==> config.mk <==
export PLATFORM = sky130hd
export DESIGN_NAME = nr_normround
export DESIGN_NICKNAME = d
export VERILOG_FILES = /design/src/rtl/nr_pkg.sv /design/src/rtl/nr_ctrl.sv /design/src/rtl/nr_round.sv /design/src/rtl/nr_range.sv /design/src/rtl/nr_normround.sv
export SDC_FILE = /design/constraint.sdc
export NUM_CORES = 1
export LEC_CHECK = 0
export ABC_AREA = 1
export BUFFER_PORTS_ARGS = -buffer_cell sky130_fd_sc_hd__buf_4
export CAP_MARGIN = 20
export CORE_MARGIN = 1.5
export CORE_UTILIZATION = 35
export CTS_BUF_LIST = sky130_fd_sc_hd__clkbuf_2
export CTS_CLUSTER_DIAMETER = 40
export DETAILED_ROUTE_END_ITERATION = 10
export GPL_ROUTABILITY_DRIVEN = 0
export GPL_TIMING_DRIVEN = 0
export PLACE_DENSITY_LB_ADDON = 0.1
export SYNTH_ARGS = -nofsm -noshare
export SYNTH_HDL_FRONTEND = slang
export SYNTH_SLANG_ARGS = --single-unit
==> constraint.sdc <==
create_clock -name clk -period 5.2 [get_ports clk]
set_input_delay 0.26 -clock clk [delete_from_list [all_inputs] [get_ports clk]]
set_output_delay 0.26 -clock clk [all_outputs]
set_load 0.005 [all_outputs]
==> src/rtl/nr_pkg.sv <==
package nr_pkg;
  typedef enum logic [1:0] {
    NR_IDLE  = 2'd0,
    NR_SHIFT = 2'd1,
    NR_ROUND = 2'd2,
    NR_DONE  = 2'd3
  } nr_state_e;

  typedef enum logic [1:0] {
    NR_OK  = 2'd0,
    NR_OVF = 2'd1,
    NR_UNF = 2'd2
  } nr_status_e;
endpackage

==> src/rtl/nr_ctrl.sv <==
module nr_ctrl
  import nr_pkg::*;
(
  input  logic clk,
  input  logic rst_n,
  input  logic in_valid,
  input  logic out_ready,
  input  logic no_norm_i,
  input  logic nonzero_i,
  input  logic lead_i,
  output logic in_ready_o,
  output logic out_valid_o,
  output logic load_o,
  output logic shift_o,
  output logic zero_o,
  output logic round_o
);
  nr_state_e state_q, state_d;

  always_comb begin
    in_ready_o  = (state_q == NR_IDLE);
    out_valid_o = (state_q == NR_DONE);
    load_o      = (state_q == NR_IDLE) && in_valid;
    shift_o     = (state_q == NR_SHIFT) && !no_norm_i && nonzero_i && !lead_i;
    zero_o      = (state_q == NR_SHIFT) && !no_norm_i && !nonzero_i;
    round_o     = (state_q == NR_ROUND);
  end

  always_comb begin
    state_d = state_q;
    unique case (state_q)
      NR_IDLE:  if (in_valid) state_d = NR_SHIFT;
      NR_SHIFT: if (!shift_o) state_d = NR_ROUND;
      NR_ROUND: state_d = NR_DONE;
      NR_DONE:  if (out_ready) state_d = NR_IDLE;
      default:  state_d = NR_IDLE;
    endcase
  end

  always_ff @(posedge clk or negedge rst_n) begin
    if (!rst_n) state_q <= NR_IDLE;
    else        state_q <= state_d;
  end
endmodule

==> src/rtl/nr_round.sv <==
module nr_round #(
  parameter int FRAC_W = 35,
  parameter int XW     = 28
) (
  input  logic [FRAC_W-1:0]    frac_i,
  input  logic signed [XW-1:0] exp_i,
  input  logic                 hit_i,
  input  logic                 no_round_i,
  output logic [FRAC_W-1:0]    frac_o,
  output logic signed [XW-1:0] exp_o,
  output logic                 guard_o
);
  localparam logic [FRAC_W-1:0] LEAD_ONLY = {1'b1, {(FRAC_W-1){1'b0}}};
  logic [FRAC_W:0] inc;

  always_comb begin
    inc     = {1'b0, frac_i} + (FRAC_W+1)'(1);
    frac_o  = frac_i;
    exp_o   = exp_i;
    guard_o = hit_i;
    if (hit_i && !no_round_i) begin
      if (inc[FRAC_W]) begin
        frac_o = LEAD_ONLY;
        exp_o  = exp_i + XW'(1);
      end else begin
        frac_o = inc[FRAC_W-1:0];
      end
    end
  end
endmodule

==> src/rtl/nr_range.sv <==
module nr_range
  import nr_pkg::*;
#(
  parameter int EXP_W = 18,
  parameter int XW    = 28
) (
  input  logic signed [XW-1:0] exp_i,
  output logic [1:0]           status_o
);
  localparam logic signed [XW-1:0] HI = XW'((64'sd1 <<< (EXP_W-1)) - 64'sd1);
  localparam logic signed [XW-1:0] LO = XW'(-(64'sd1 <<< (EXP_W-1)));

  always_comb begin
    if (exp_i > HI)      status_o = NR_OVF;
    else if (exp_i < LO) status_o = NR_UNF;
    else                 status_o = NR_OK;
  end
endmodule

==> src/rtl/nr_normround.sv <==
module nr_normround
  import nr_pkg::*;
#(
  parameter int FRAC_W = 35,
  parameter int EXP_W  = 18,
  localparam int EXP_IN_W = EXP_W + 2,
  localparam int XW       = EXP_IN_W + $clog2(2*FRAC_W) + 1
) (
  input  logic                clk,
  input  logic                rst_n,
  input  logic                in_valid,
  output logic                in_ready,
  input  logic [EXP_IN_W-1:0] in_exp,
  input  logic                in_sign,
  input  logic [FRAC_W:0]     in_frac,
  input  logic [FRAC_W:0]     in_ext,
  input  logic                in_has_ext,
  input  logic                in_round,
  input  logic                in_no_norm,
  input  logic                in_no_round,
  output logic                out_valid,
  input  logic                out_ready,
  output logic [XW-1:0]       out_exp,
  output logic                out_sign,
  output logic [FRAC_W-1:0]   out_frac,
  output logic                out_guard,
  output logic [1:0]          out_status
);
  logic [FRAC_W-1:0]    frac_q, ext_q, frac_r;
  logic signed [XW-1:0] exp_q, exp_r;
  logic                 sign_q, guard_q, guard_r;
  logic                 has_ext_q, round_q, no_norm_q, no_round_q;
  logic [1:0]           status_q, status_r;
  logic                 load, shift, zero, rstep;

  nr_ctrl u_ctrl (
    .clk        (clk),
    .rst_n      (rst_n),
    .in_valid   (in_valid),
    .out_ready  (out_ready),
    .no_norm_i  (no_norm_q),
    .nonzero_i  (|{frac_q, ext_q}),
    .lead_i     (frac_q[FRAC_W-1]),
    .in_ready_o (in_ready),
    .out_valid_o(out_valid),
    .load_o     (load),
    .shift_o    (shift),
    .zero_o     (zero),
    .round_o    (rstep)
  );

  nr_round #(.FRAC_W(FRAC_W), .XW(XW)) u_round (
    .frac_i    (frac_q),
    .exp_i     (exp_q),
    .hit_i     (round_q && has_ext_q && ext_q[FRAC_W-1]),
    .no_round_i(no_round_q),
    .frac_o    (frac_r),
    .exp_o     (exp_r),
    .guard_o   (guard_r)
  );

  nr_range #(.EXP_W(EXP_W), .XW(XW)) u_range (
    .exp_i   (exp_r),
    .status_o(status_r)
  );

  always_ff @(posedge clk or negedge rst_n) begin
    if (!rst_n) begin
      frac_q     <= '0;
      ext_q      <= '0;
      exp_q      <= '0;
      sign_q     <= 1'b0;
      guard_q    <= 1'b0;
      status_q   <= NR_OK;
      has_ext_q  <= 1'b0;
      round_q    <= 1'b0;
      no_norm_q  <= 1'b0;
      no_round_q <= 1'b0;
    end else if (load) begin
      frac_q     <= in_frac[FRAC_W-1:0];
      ext_q      <= in_has_ext ? in_ext[FRAC_W-1:0] : '0;
      exp_q      <= {{(XW-EXP_IN_W){in_exp[EXP_IN_W-1]}}, in_exp};
      sign_q     <= in_sign;
      guard_q    <= 1'b0;
      status_q   <= NR_OK;
      has_ext_q  <= in_has_ext;
      round_q    <= in_round;
      no_norm_q  <= in_no_norm;
      no_round_q <= in_no_round;
    end else if (shift) begin
      {frac_q, ext_q} <= {frac_q[FRAC_W-2:0], ext_q, 1'b0};
      exp_q           <= exp_q - XW'(1);
    end else if (zero) begin
      sign_q <= 1'b0;
      exp_q  <= '0;
    end else if (rstep) begin
      frac_q   <= frac_r;
      exp_q    <= exp_r;
      guard_q  <= guard_r;
      status_q <= status_r;
    end
  end

  assign out_exp    = exp_q;
  assign out_sign   = sign_q;
  assign out_frac   = frac_q;
  assign out_guard  = guard_q;
  assign out_status = status_q;
endmodule

# Word-level counts from Yosys, hierarchy flattened
# Cells that the tools add are included.
# classes
n_addsub,3
magnitude_cmp,2
eq_ne,9
n_mux,32
n_reduce_logical,24
# ops
operator,count
$mux 35,9
$mux 28,6
$reduce_or 70->1,1
$add 35x1->36 const B,1
$add 28x2->28 const B,1
$gt 28x18->1 const B,1
$lt 28x18->1 const B,1
$sub 28x2->28 const B,1
$mux 2,9
$reduce_and 3->1,3
$logic_and 1x1->1,8
$ne 2x2->1 const B,4
$pmux 2 s4,1
$mux 1,7
$reduce_bool 2->1,3
$reduce_bool 3->1,2
$eq 2x2->1 const B,2
$logic_not 1->1,4
$reduce_bool 4->1,1
$ne 3x3->1 const B,1
$eq 2x1->1 const B,1
$logic_not 2->1,1
$ne 2x1->1 const B,1
$reduce_and 2->1,1
# totals
ff_bits,108
inputBits,101
out_inout_bits,69
wordCells,81

# Logic depth before layout (Yosys ltp)
# depth
depth_word,11
depth_mapped,17
ltp_nobuf,16

# By module
# A second synthesis with hierarchy kept.
# hier_totals
hier_cells,1356
hier_area_um2,8808.4
# by_module_without_submodules
module,n_inst,cells_per_inst,area_per_inst_um2,seq_area_each_um2
nr_normround,1,835,6256.0,2652.5
nr_round,1,442,2138.3,0.0
nr_ctrl,1,32,227.7,50.0
nr_range,1,47,186.4,0.0

# Worst setup path after synthesis
# OpenSTA, ideal clock, no wires.
# synth_path
path_kind,flip-flop to flip-flop
startpoint,register u_ctrl.state_q[1]
endpoint,register exp_q[27] (netlist: out_exp[27])
setup_time_ns,0.119
arrival_ns,1.930
required_time_ns,5.081
setup_slack_ns,3.151
path_stages_with_launch,15
n_path_buf,1
period_less_slack_ns,2.049
cell_sequence,dfrtp_1 inv_1 ha_1 inv_1 nor2_1 inv_1 nor2_2 inv_2 nand2_1 nor2_1 buf_2 a21oi_2 o21ai_0 o22ai_1 inv_1
# synth_via
elab_chain_cells,6
word_cells_on_any_way,12
cone_classes,2 x eq/ne; 3 x mux; 7 x reduce/logical
# synth_lines
item,line,rtl
"start, declared",nr_ctrl.sv:18,"nr_state_e state_q, state_d;"
"start signal, assigned",nr_ctrl.sv:42,else state_q <= state_d;
$eq 2x1->1,"nr_ctrl.sv:24, nr_ctrl.sv:25",
$logic_and 1x1->1,"nr_ctrl.sv:24, nr_ctrl.sv:25",
$logic_and 1x1->1 (on tied branches),"nr_ctrl.sv:25, nr_ctrl.sv:24",
$mux 28 or $logic_and 1x1->1 (tied branches),"nr_normround.sv:93, nr_ctrl.sv:24",
$mux 28,nr_normround.sv:90,end else if (shift) begin
$mux 28,nr_normround.sv:79,end else if (load) begin
"end signal, assigned",nr_normround.sv:82,"exp_q <= {{(XW-EXP_IN_W){in_exp[EXP_IN_W-1]}}, in_exp};"
"end signal, assigned",nr_normround.sv:92,exp_q <= exp_q - XW'(1);
"end signal, assigned",nr_normround.sv:98,exp_q <= exp_r;
"end, declared",nr_normround.sv:30,"logic signed [XW-1:0] exp_q, exp_r;"
# Several ways; a longest one is shown, not always the timed one.
# A chain may end at the register's enable or synchronous reset.

# Worst setup path after layout
# layout_path
startpoint,register frac_q[0] (netlist: out_frac[0])
endpoint,register frac_q[13] (netlist: out_frac[13])
# layout_via
elab_chain_cells,7
word_cells_on_any_way,16
cone_classes,1 x add/sub; 1 x eq/ne; 6 x mux; 8 x reduce/logical
# layout_lines
item,line,rtl
"start, declared",nr_normround.sv:29,"logic [FRAC_W-1:0] frac_q, ext_q, frac_r;"
"start signal, assigned",nr_normround.sv:80,frac_q <= in_frac[FRAC_W-1:0];
"start signal, assigned",nr_normround.sv:91,"{frac_q, ext_q} <= {frac_q[FRAC_W-2:0], ext_q, 1'b0};"
"start signal, assigned",nr_normround.sv:97,frac_q <= frac_r;
$add 35x1->36,nr_round.sv:17,"inc = {1'b0, frac_i} + (FRAC_W+1)'(1);"
$mux 35,nr_round.sv:22,if (inc[FRAC_W]) begin
$mux 35,nr_round.sv:21,if (hit_i && !no_round_i) begin
$mux 35,nr_normround.sv:96,end else if (rstep) begin
$mux 35,nr_normround.sv:93,end else if (zero) begin
$mux 35,nr_normround.sv:90,
$mux 35,nr_normround.sv:79,
# Several ways; a longest one is shown, not always the timed one. The select of a mux whose other input is x is not followed.

==> impl_metrics.yaml <==
power:
  cellPowerDensity_nw_per_um2: 509
  ir_drop_uv: 236
  power_mw: 5.76
  p_leak_nw: 5.19
global_routing:
  grt_use_total_pct: 26.5
  grt_pass1_wl_mm: 52.9
  antenna_found_initial: 2
  grt_overflow: 0
  grt_max_degree: 77
  first_global_vias: 9679
sta:
  fin_skew_ns: 0.0355
  hold_violations: 0
  max_slew.worst_pin.slew_ns: 0.829
  period_share_pct: 61.4
  tns_ns: 0
  timing.fmax_mhz: 313
  finalSetupViolCount: 0
  hold_slack_ns: 0.117
  rsz0062_at_grt: "false"
  fin_crit_ns: 3.19
  relSlewSlack_pct: 44.7
  drv_slew: 0
clock_network:
  cts_buffers: 9
  cts.repair.resized: 0
  clockBufferDepth: 2
  cts_root_buffer: "clkbuf_2"
  clkTransAtPathRegs_ns: 0.37
  cts_tree: "built"
  post-cts-setup-buffers: 0
  htreeDepth: 3
  clkLatencyLatePin_ns: 0.69
  clock_sinks: 108
drt:
  dr.first_iter.drc_count: 794
  routedWlPerCell_um: 17.4
  ant_nets: 0
  first_pass_iters: 5
  drt-vias-per-instance: 5.16
  drc: 0
  totalWireLength_mm: 33.9
  vias: 10100
outcome:
  outcome: "finished clean"
place:
  dp.final_hpwl_mm: 25.0
  placed_cell_area_um2: 10200
  portBuffers: 166
  dp_cells: 1834
synthesis:
  synth_cells: 1348
  synth_area_leaders: "dfrtp_1, nand2_1, nor2_1"
  ys_warn_count: 0
  syn_avg_cell_area_um2: 6.32
  netlist_area_um2: 8520
  ys_ff_latch: 108
  synth_nets: 1457
  synth_area_leader_cell: "dfrtp_1"
  synth_top_area_share_pct: 31.7
  yosys.cell_types.count: 43
  yosysSeqAreaShare_pct: 31.7
floorplan:
  die_height_um: 159
  dieArea_um2: 25300
  core_region_area_um2: 23700
  die_w_um: 159
  ioPinCount: 170
  start_util_pct: 36.0
  core.rowCount: 56
setup_path:
  arrival_ns: 3.81
  endpoint_kind: "flop"
  crit_fanout: 10
  path_class: "flop to flop"
  cp.required_ns: 5.82
  crit_path_start_kind: "flop"
hold_path:
  hold_path.class: "input port to flop"
layout:
  drive_above_1_share_pct: 16.1
  stdcell_count: 1951
  final_area_um2: 11300
  fin_nets: 1734
  area_growth_pct: 32.8
flow_run:
  drv_cap: 0
-- cells in the mapped netlist (all sizes together) --
master,instances
xnor2,4
nand3,122
dfrtp,108
nand3b,2
nand2,391
nor2,223
nor3,28
o31ai,1
o221ai,1
a31oi,17
clkbuf,37
a32oi,2
buf,31
o211ai,7
a21oi,27
clkinv,2
nor4b,1
inv,127
ha,8
o21a,1
o21ai,124
a22oi,1
xor2,40
nor3b,2
o22ai,8
nor4,5
a41oi,1
nand4,27
-- per-layer routing --
metal  up-vias  routed length [um]  global-route usage (%)
li1       4904                   -                       -
met1      4748               14900                    35.8
met2       366               15800                    43.1
met3        58                2200                    4.09
met4         0                 991                    9.26
met5         -                   0                       0
-- stage by stage --
step	util [%]	setup WS [ns]
2_1_floorplan	-	3.15
3_3_place_gp	42.9	2.17
3_5_place_dp	43.1	2.13
4_1_cts	47.8	2.04
5_1_grt	47.8	1.80
6_report	47.8	2.01
-- power by group --
| part | switching, mW | total [mW] | leakage, nW | internal (mW) |
|---|---|---|---|---|
| logic | 2.30 | 3.63 | 3.81 | 1.33 |
| registers | 0.485 | 1.70 | 1.32 | 1.21 |
| clock network | 0.356 | 0.434 | 0.0683 | 0.0789 |
-- flip-flops by register name, summed over array words and instances, names as in the netlist, 2 cells and up --
| register | flops |
|---|---|
| ext_q | 35 |
| out_exp | 28 |
| out_frac | 35 |
| out_status | 2 |
| u_ctrl.state_q | 2 |
-- kinds of logic after synthesis --
| logic type | synth area share (%) |
|---|---|
| adder cells (fa/ha/maj) | 1.17 |
| AND/OR/NAND/NOR | 41.0 |
| AO/OA/AOI/OAI | 12.0 |
| XOR/XNOR | 4.52 |
| buffers and inverters | 9.59 |
| flip-flops | 31.7 |
-- layout by cell type, fill, tap and decap left out, types with 9 or more instances in the layout --
master,instances
nor2_1,207
inv_2,10
nand4_1,26
nor3_1,24
clkbuf_2,9
a31oi_1,17
nand2_1,377
buf_4,166
inv_1,117
buf_2,23
clkbuf_1,37
o21ai_1,15
xor2_1,40
dfrtp_1,108
dlygate4sd3_1,98
a21oi_1,26
o21ai_0,109
nand2_2,12
nand3_1,119
-- path summary, 6_finish.rpt --
| path | from | to | slack [ns] | cells past startpoint |
|---|---|---|---|---|
| hold reg to reg | no_norm_q | no_norm_q | 0.53 | 2 |
| max in group asynchronous | rst_n | out_frac[34] | 4.21 | 4 |
| hold / removal | in_has_ext | ext_q[5] | 0.12 | 5 |
| min in group asynchronous | rst_n | out_exp[11] | 0.54 | 4 |
| setup / recovery | out_frac[0] | out_frac[13] | 2.01 | 13 |
| setup reg to reg | out_frac[0] | out_frac[13] | 2.01 | 13 |
-- worst max-delay path, stage by stage (launching register included) --
cell and delay (ns):
dfrtp_1 0.62, inv_2 0.18, ha_1 0.18, nand2_1 0.05, nor3_1 0.12, nand3_1 0.10
nor2_1 0.22, nand3_1 0.17, nand2_2 0.24, inv_2 0.19, clkbuf_1 0.42, o21ai_0 0.41
nand2_1 0.10, a31oi_1 0.14
-- cell type report --
class / count / area, um^2
Antenna cell: 2 / 5.00
Clock inverter: 7 / 70.1
Sequential cell: 108 / 2700
Clock buffer: 9 / 45.0
Inverter: 129 / 484
Timing Repair Buffer: 266 / 2280
Multi-Input combinational cell: 1043 / 5000
Fill cell: 2559 / 12400
Buffer: 68 / 333
Tap cell: 319 / 399
-- timing repair --
item | CTS | global route
endpoints found under the setup margin | 0 | 0
endpoints found under the hold margin | 207 | 0
hold buffers | 99 | 0
(Power assumes the default switching activity.)
